--- config.mk ---
export PLATFORM = sky130hd
export DESIGN_NAME = trap_dispatch
export DESIGN_NICKNAME = d
export VERILOG_FILES = /design/src/rtl/tde_pkg.sv /design/src/rtl/tde_prio.sv /design/src/rtl/tde_epc.sv /design/src/rtl/tde_ctr_bank.sv /design/src/rtl/trap_dispatch.sv
export SDC_FILE = /design/constraint.sdc
export NUM_CORES = 1
export LEC_CHECK = 0
export BUFFER_PORTS_ARGS = -buffer_cell sky130_fd_sc_hd__buf_2
export CAP_MARGIN = 20
export CORE_ASPECT_RATIO = 0.5
export CORE_MARGIN = 2
export CORE_UTILIZATION = 45
export CTS_CLUSTER_DIAMETER = 40
export CTS_CLUSTER_SIZE = 20
export DETAILED_ROUTE_END_ITERATION = 7
export SYNTH_ARGS = -nofsm -noshare
export SYNTH_HDL_FRONTEND = slang
export SYNTH_SLANG_ARGS = --single-unit
--- constraint.sdc ---
create_clock -name clk -period 6 [get_ports clk]
set_input_delay 1.2 -clock clk [delete_from_list [all_inputs] [get_ports clk]]
set_output_delay 1.2 -clock clk [all_outputs]
set_load 0.01 [all_outputs]
--- src/rtl/tde_pkg.sv ---
package tde_pkg;
  localparam int NCLS  = 15;
  localparam int CLS_W = 4;
  localparam int VOFF_W = 16;

  typedef enum logic [CLS_W-1:0] {
    C_RESET    = 4'd0,
    C_MCHK     = 4'd1,
    C_ARITH    = 4'd2,
    C_IACV     = 4'd3,
    C_IMISS    = 4'd4,
    C_DMISS2   = 4'd5,
    C_DMISS1   = 4'd6,
    C_DPAGE    = 4'd7,
    C_DACV     = 4'd8,
    C_UNALIGN  = 4'd9,
    C_OPDEC    = 4'd10,
    C_FPOFF    = 4'd11,
    C_INTOVF   = 4'd12,
    C_PRIVCALL = 4'd13,
    C_INTR     = 4'd14
  } fcls_e;

  // Per-class entry offset; bit 0 marks privileged mode.
  function automatic logic [VOFF_W-1:0] vec_off(input logic [CLS_W-1:0] c);
    case (fcls_e'(c))
      C_RESET:    return 16'h0001;
      C_MCHK:     return 16'h0401;
      C_ARITH:    return 16'h0501;
      C_IACV:     return 16'h0081;
      C_IMISS:    return 16'h0181;
      C_DMISS2:   return 16'h0281;
      C_DMISS1:   return 16'h0201;
      C_DPAGE:    return 16'h0381;
      C_DACV:     return 16'h0381;
      C_UNALIGN:  return 16'h0301;
      C_OPDEC:    return 16'h0481;
      C_FPOFF:    return 16'h0581;
      C_INTOVF:   return 16'h0501;
      C_PRIVCALL: return 16'h2001;
      C_INTR:     return 16'h0101;
      default:    return 16'h0000;
    endcase
  endfunction

  // Class always records its restart PC regardless of alignment.
  function automatic logic forces_save(input logic [CLS_W-1:0] c);
    return !((fcls_e'(c) == C_INTR) || (fcls_e'(c) == C_PRIVCALL));
  endfunction

  // Class resumes after the faulting instruction.
  function automatic logic is_trap(input logic [CLS_W-1:0] c);
    return (fcls_e'(c) == C_INTOVF) || (fcls_e'(c) == C_PRIVCALL);
  endfunction
endpackage

--- src/rtl/tde_prio.sv ---
module tde_prio #(
  parameter int N  = 15,
  localparam int IW = $clog2(N)
) (
  input  logic          clk,
  input  logic          rst_n,
  input  logic [N-1:0]  req,
  output logic [N-1:0]  win_oh,
  output logic [IW-1:0] win_idx,
  output logic          any
);
  logic [N:0] below;

  assign below[0] = 1'b0;
  for (genvar g = 0; g < N; g++) begin : g_chain
    assign below[g+1] = below[g] | req[g];
    assign win_oh[g]  = req[g] & ~below[g];
  end
  assign any = below[N];

  always_comb begin
    win_idx = '0;
    for (int i = 0; i < N; i++)
      if (win_oh[i]) win_idx = IW'(i);
  end

  p_single_winner_r4: assert property (@(posedge clk) disable iff (!rst_n)
    $onehot0(win_oh) && (any == (win_oh != '0)));
endmodule

--- src/rtl/tde_epc.sv ---
module tde_epc #(
  parameter int AW = 32
) (
  input  logic          clk,
  input  logic          rst_n,
  input  logic          take,
  input  logic          save_force,
  input  logic          trap,
  input  logic [AW-1:0] cur_pc,
  output logic [AW-1:0] exc_addr
);
  logic [AW-1:0] exc_q;
  logic          do_save;

  function automatic logic [AW-1:0] next_exc(
      input logic [AW-1:0] old_v, input logic [AW-1:0] pc,
      input logic sv, input logic tr);
    logic [AW-1:0] b;
    b = sv ? pc : old_v;
    return tr ? b + AW'(4) : b;
  endfunction

  assign do_save = save_force || (cur_pc[1:0] == 2'b00);

  always_ff @(posedge clk) begin
    if (!rst_n)    exc_q <= '0;
    else if (take) exc_q <= next_exc(exc_q, cur_pc, do_save, trap);
  end
  assign exc_addr = exc_q;

  p_hold_unsaved_r5: assert property (@(posedge clk) disable iff (!rst_n)
    (take && !do_save && !trap) |=> $stable(exc_q));
  p_adv_unsaved_r6: assert property (@(posedge clk) disable iff (!rst_n)
    (take && !do_save && trap) |=> (exc_q == $past(exc_q) + AW'(4)));
  p_idle_hold_r8: assert property (@(posedge clk) disable iff (!rst_n)
    !take |=> $stable(exc_q));
endmodule

--- src/rtl/tde_ctr_bank.sv ---
module tde_ctr_bank #(
  parameter int N  = 15,
  parameter int CW = 16,
  parameter int SW = 4
) (
  input  logic          clk,
  input  logic          rst_n,
  input  logic [N-1:0]  inc,
  input  logic [SW-1:0] sel,
  output logic [CW-1:0] value
);
  logic [CW-1:0] cnt_q [N];

  for (genvar g = 0; g < N; g++) begin : g_ctr
    always_ff @(posedge clk) begin
      if (!rst_n)      cnt_q[g] <= '0;
      else if (inc[g]) cnt_q[g] <= cnt_q[g] + CW'(1);
    end

    p_ctr_step_r7: assert property (@(posedge clk) disable iff (!rst_n)
      inc[g] |=> (cnt_q[g] == $past(cnt_q[g]) + CW'(1)));
    p_ctr_hold_r7: assert property (@(posedge clk) disable iff (!rst_n)
      !inc[g] |=> $stable(cnt_q[g]));
  end

  always_comb begin
    value = '0;
    for (int i = 0; i < N; i++)
      if (sel == SW'(i)) value = cnt_q[i];
  end
endmodule

--- src/rtl/trap_dispatch.sv ---
module trap_dispatch #(
  parameter int AW = 32,
  parameter int CW = 16
) (
  input  logic                      clk,
  input  logic                      rst_n,
  input  logic [tde_pkg::NCLS-1:0]  fault_req,
  input  logic [AW-1:0]             cur_pc,
  input  logic                      base_we,
  input  logic [AW-1:0]             base_wdata,
  input  logic [tde_pkg::CLS_W-1:0] cnt_sel,
  output logic                      redirect_valid,
  output logic [AW-1:0]             redirect_pc,
  output logic [AW-1:0]             exc_addr,
  output logic                      arith_err,
  output logic [CW-1:0]             cnt_value
);
  import tde_pkg::*;

  logic [NCLS-1:0]  win_oh;
  logic [CLS_W-1:0] win_idx;
  logic             any_req;
  logic             arith_win;
  logic             take;
  logic [NCLS-1:0]  ctr_inc;
  logic [AW-1:0]    base_q;
  logic [AW-1:0]    rpc_q;
  logic             rvalid_q;
  logic             aerr_q;

  tde_prio #(.N(NCLS)) u_prio (
    .clk     (clk),
    .rst_n   (rst_n),
    .req     (fault_req),
    .win_oh  (win_oh),
    .win_idx (win_idx),
    .any     (any_req)
  );

  assign arith_win = win_oh[C_ARITH];
  assign take      = any_req && !arith_win;
  assign ctr_inc   = take ? win_oh : '0;

  always_ff @(posedge clk) begin
    if (!rst_n) begin
      base_q   <= '0;
      rpc_q    <= '0;
      rvalid_q <= 1'b0;
      aerr_q   <= 1'b0;
    end else begin
      if (base_we) base_q <= base_wdata;
      rvalid_q <= take;
      aerr_q   <= any_req && arith_win;
      if (take) rpc_q <= base_q + AW'(vec_off(win_idx));
    end
  end

  tde_epc #(.AW(AW)) u_epc (
    .clk        (clk),
    .rst_n      (rst_n),
    .take       (take),
    .save_force (forces_save(win_idx)),
    .trap       (is_trap(win_idx)),
    .cur_pc     (cur_pc),
    .exc_addr   (exc_addr)
  );

  tde_ctr_bank #(.N(NCLS), .CW(CW), .SW(CLS_W)) u_ctr (
    .clk   (clk),
    .rst_n (rst_n),
    .inc   (ctr_inc),
    .sel   (cnt_sel),
    .value (cnt_value)
  );

  assign redirect_valid = rvalid_q;
  assign redirect_pc    = rpc_q;
  assign arith_err      = aerr_q;

  p_valid_follows_r3: assert property (@(posedge clk) disable iff (!rst_n)
    take |=> rvalid_q);
  p_valid_quiet_r3: assert property (@(posedge clk) disable iff (!rst_n)
    !take |=> !rvalid_q);
  p_arith_no_redirect_r8: assert property (@(posedge clk) disable iff (!rst_n)
    !(aerr_q && rvalid_q));
  p_base_hold_r9: assert property (@(posedge clk) disable iff (!rst_n)
    !base_we |=> $stable(base_q));
  p_priv_bit_r2: assert property (@(posedge clk) disable iff (!rst_n)
    (take && base_q[0] == 1'b0) |=> rpc_q[0]);
endmodule

==> reports/results.ini <==
[grt]
grt_util_all_layers_pct=25.5
grt_max_degree=90
antenna_found_initial=5
first_global_vias=15600
grt_pass1_wl_mm=91.3
grt.overflow.total=0

[yosys]
yosys.area.top_type_share_pct=36.7
ys_top_cells_by_area=edfxtp_1 37%, dfxtp_1 10%, nor2_1 7.1%
synth_top_area_cell=edfxtp_1
ys.flop_type=edfxtp_1
syn_area_per_cell_um2=9.31
ys_seq_elements=338
yosysWarnings=0
synth-edff-count=240
syn-cell-area_um2=19700
yosys.cell_types.count=84
yosysSeqAreaShare_pct=46.6
async_reset_ff_share_pct=0
syn-instance-count=2111

[worst_hold_path]
min_from=u_epc.exc_addr[1]$_SDFFE_PN0P_
hold_path_end=u_epc.exc_addr[1]$_SDFFE_PN0P_
hold_path_class=reg2reg
hold_path_depth=2

[timing]
relSlewSlack_pct=32.8
hold_viol=0
tightest_slew_ns=1.01
clock.fmax_mhz=182
fin_crit_sh_pct=91.5
finalCriticalPeriod_ns=5.49
setup_viol=0
tns_ns=0
drv_slew=0
skew_ns=0.0228
rsz0062_at_grt=no
whs_ns=0.453

[layout]
final_nets=2388
drive_gt1_share_pct=13.2
instances_no_fill=2897
fillCellCount=4053
syn_to_final_growth_pct=14.5

[clocking]
cts_hold_buf=0
cts_resized=0
htreeDepth=2
cts_setup_buffers=0
tritoncts=yes
clock_sinks=338
clkTransAtPathRegs_ns=0.06
cts_max_path_buffers=3
clk_latency_ns=0.56
cts_root_buffer=clkbuf_16
cts_made_buffers=38

[place]
place.gp.congestion=0.928
dp_hpwl_mm=42.9
numPortBuffers=167
placedCellCount=2824

[power_and_ir_drop]
peakVddDrop_v=0.000207
powerDensity_nw_per_um2=255
leakage_nw=8.34

[drt]
firstDrtPassIters=6
drc=0
dr_total_vias=16800
routedWlPerCell_um=20.4
antenna_left=0
first_iter_violations=1748
wirelength_mm=59.0
vias_per_cell=5.81

[critical_path]
rrSetupSlack_ns=3.21
critical_path_required_ns=6.44
reg2reg_to=u_epc.exc_addr[25]$_SDFFE_PN0P_
r2r-start=u_epc.exc_addr[5]$_SDFFE_PN0P_
crit_path_max_fanout=9
worst_ep_arrival_time_ns=5.93
reg2reg_depth=7
cp-end-kind=register
criticalPathCategory=in2reg
start_kind=input port

[flow_run]
drv_cap=0

[floorplanning]
dieArea_um2=45500
die_y_um=152
die_w_um=300
ios=168
initial_core_util_pct=45.4
placeableCoreArea_um2=43300
num_rows=54

[outcome]
status=finished, final reports clean

==> cell type report <==
cell class | count | area, um2 | share of cell area (%)
Multi-Input combinational cell | 1659 | 10100 | 44.7
Inverter | 41 | 155 | 0.689
Timing Repair Buffer | 198 | 1070 | 4.75
Tap cell | 588 | 736 | 3.27
Sequential cell | 338 | 9170 | 40.7
Antenna cell | 5 | 12.5 | 0.0556
Clock buffer | 40 | 980 | 4.35
Clock inverter | 28 | 315 | 1.40
==> cell families after synthesis <==
logic type      count (synthesis)  synth area share [%]
simple gates                  987                  23.5
flops                         338                  46.6
compound gates                337                  11.9
xor+xnor                      221                  9.84
buf+inv                       129                  2.56
mux                            72                  3.86
fa+ha+maj                      26                  1.65
other cells                     1                0.0191
==> state kept, by name, summed over array words and instances (netlist names) <==
register and cells:
redirect_pc 32, u_ctr.cnt_q 240, arith_err 1, redirect_valid 1
u_epc.exc_addr 32, base_q 32
==> placed cells by master (no fill, tap or decap), types with 6 or more instances in the layout <==
cell,count
and3_1,71
nand4_1,61
o22ai_1,6
nor2b_1,11
dfxtp_1,98
and4_1,10
a22oi_1,64
mux2i_1,56
nor4_1,12
nand2_1,195
a221o_1,6
clkbuf_16,39
a31oi_1,19
mux2_2,13
conb_1,16
nor2_1,373
a211oi_1,29
xnor2_1,86
or3_1,18
inv_6,7
or4_1,6
o21ai_0,67
o31ai_1,6
ha_1,26
xor2_1,135
nand2b_1,9
or2_2,8
nor3_1,25
o2111ai_1,9
edfxtp_1,240
buf_4,31
clkinvlp_4,6
buf_2,167
a222oi_1,13
and2_1,9
nand3_1,161
inv_1,38
a21oi_1,50
==> metrics by stage <==
stage	worst slack [ns]	area [um2]	power [mW]	utilization [%]
finish	0.507	22500	5.73	52.0
global route	0.142	22500	5.92	52.0
CTS	0.531	22500	5.75	51.9
detailed placement	0.00809	21200	3.31	48.9
global placement	0.165	21200	3.31	48.9
floorplan	0.416	19700	3.06	-
==> synth_stat cells (all sizes together) (5+ instances only) <==
cell and instances:
xnor2 86, o21ai 72, nor2b 11, or3 18, inv 40, and4 10, nor3 28, a222oi 13
nand3 161, o2111ai 9, a221o 6, nand4 61, edfxtp 240, a211oi 29, a31oi 19, buf 21
o22ai 6, nor4 16, nand2 197, o21a 5, ha 26, xor2 135, clkbuf 67, nor2 373
and2 9, dfxtp 98, or2 9, a41o 5, or4 7, mux2i 58, nand2b 9, o211ai 5
mux2 14, a21oi 50, a22o 5, and3 71, a22oi 65, o31ai 6
==> layer usage <==
layer | routed length (um) | share of wire (%) | global-route usage [%] | vias up
li1 | - | - | - | 8060
met1 | 26700 | 45 | 37.0 | 8114
met2 | 26400 | 45 | 39.2 | 557
met3 | 4410 | 7.5 | 4.76 | 94
met4 | 1420 | 2.4 | 7.02 | 0
met5 | 0 | 0 | 0 | -
==> worst max-delay path: stages <==
cell,delay [ns]
buf_2,0.15
or4_1,0.53
nor4_1,0.61
a21boi_1,0.37
nor2_1,0.15
inv_1,0.16
ha_1,0.34
inv_1,0.17
a21boi_4,0.21
nand2_1,0.09
nand2_1,0.08
ha_1,0.20
nand2_1,0.12
nor4_2,0.45
nand3_1,0.16
mux2_2,0.35
nor2_1,0.18
nand3_1,0.11
a41o_1,0.28
==> worst max path at each step <==
stage,start,to,slack [ns]
3_5_place_dp,fault_req[0],u_epc.exc_addr[28]$_SDFFE_PN0P_,0.008
4_1_cts,fault_req[0],u_epc.exc_addr[28]$_SDFFE_PN0P_,0.53
2_1_floorplan,fault_req[2],u_epc.exc_addr[28]$_SDFFE_PN0P_,0.42
6_report,fault_req[0],u_epc.exc_addr[28]$_SDFFE_PN0P_,0.51
3_3_place_gp,fault_req[0],u_epc.exc_addr[28]$_SDFFE_PN0P_,0.16
5_1_grt,fault_req[0],u_epc.exc_addr[28]$_SDFFE_PN0P_,0.14
==> where the power goes <==
part | internal (mW) | switching, mW
clock | 1.39 | 1.07
sequential | 2.61 | 0.140
combinational | 0.195 | 0.321
total | 4.20 | 1.53
Power figures use the tool's default switching activity.
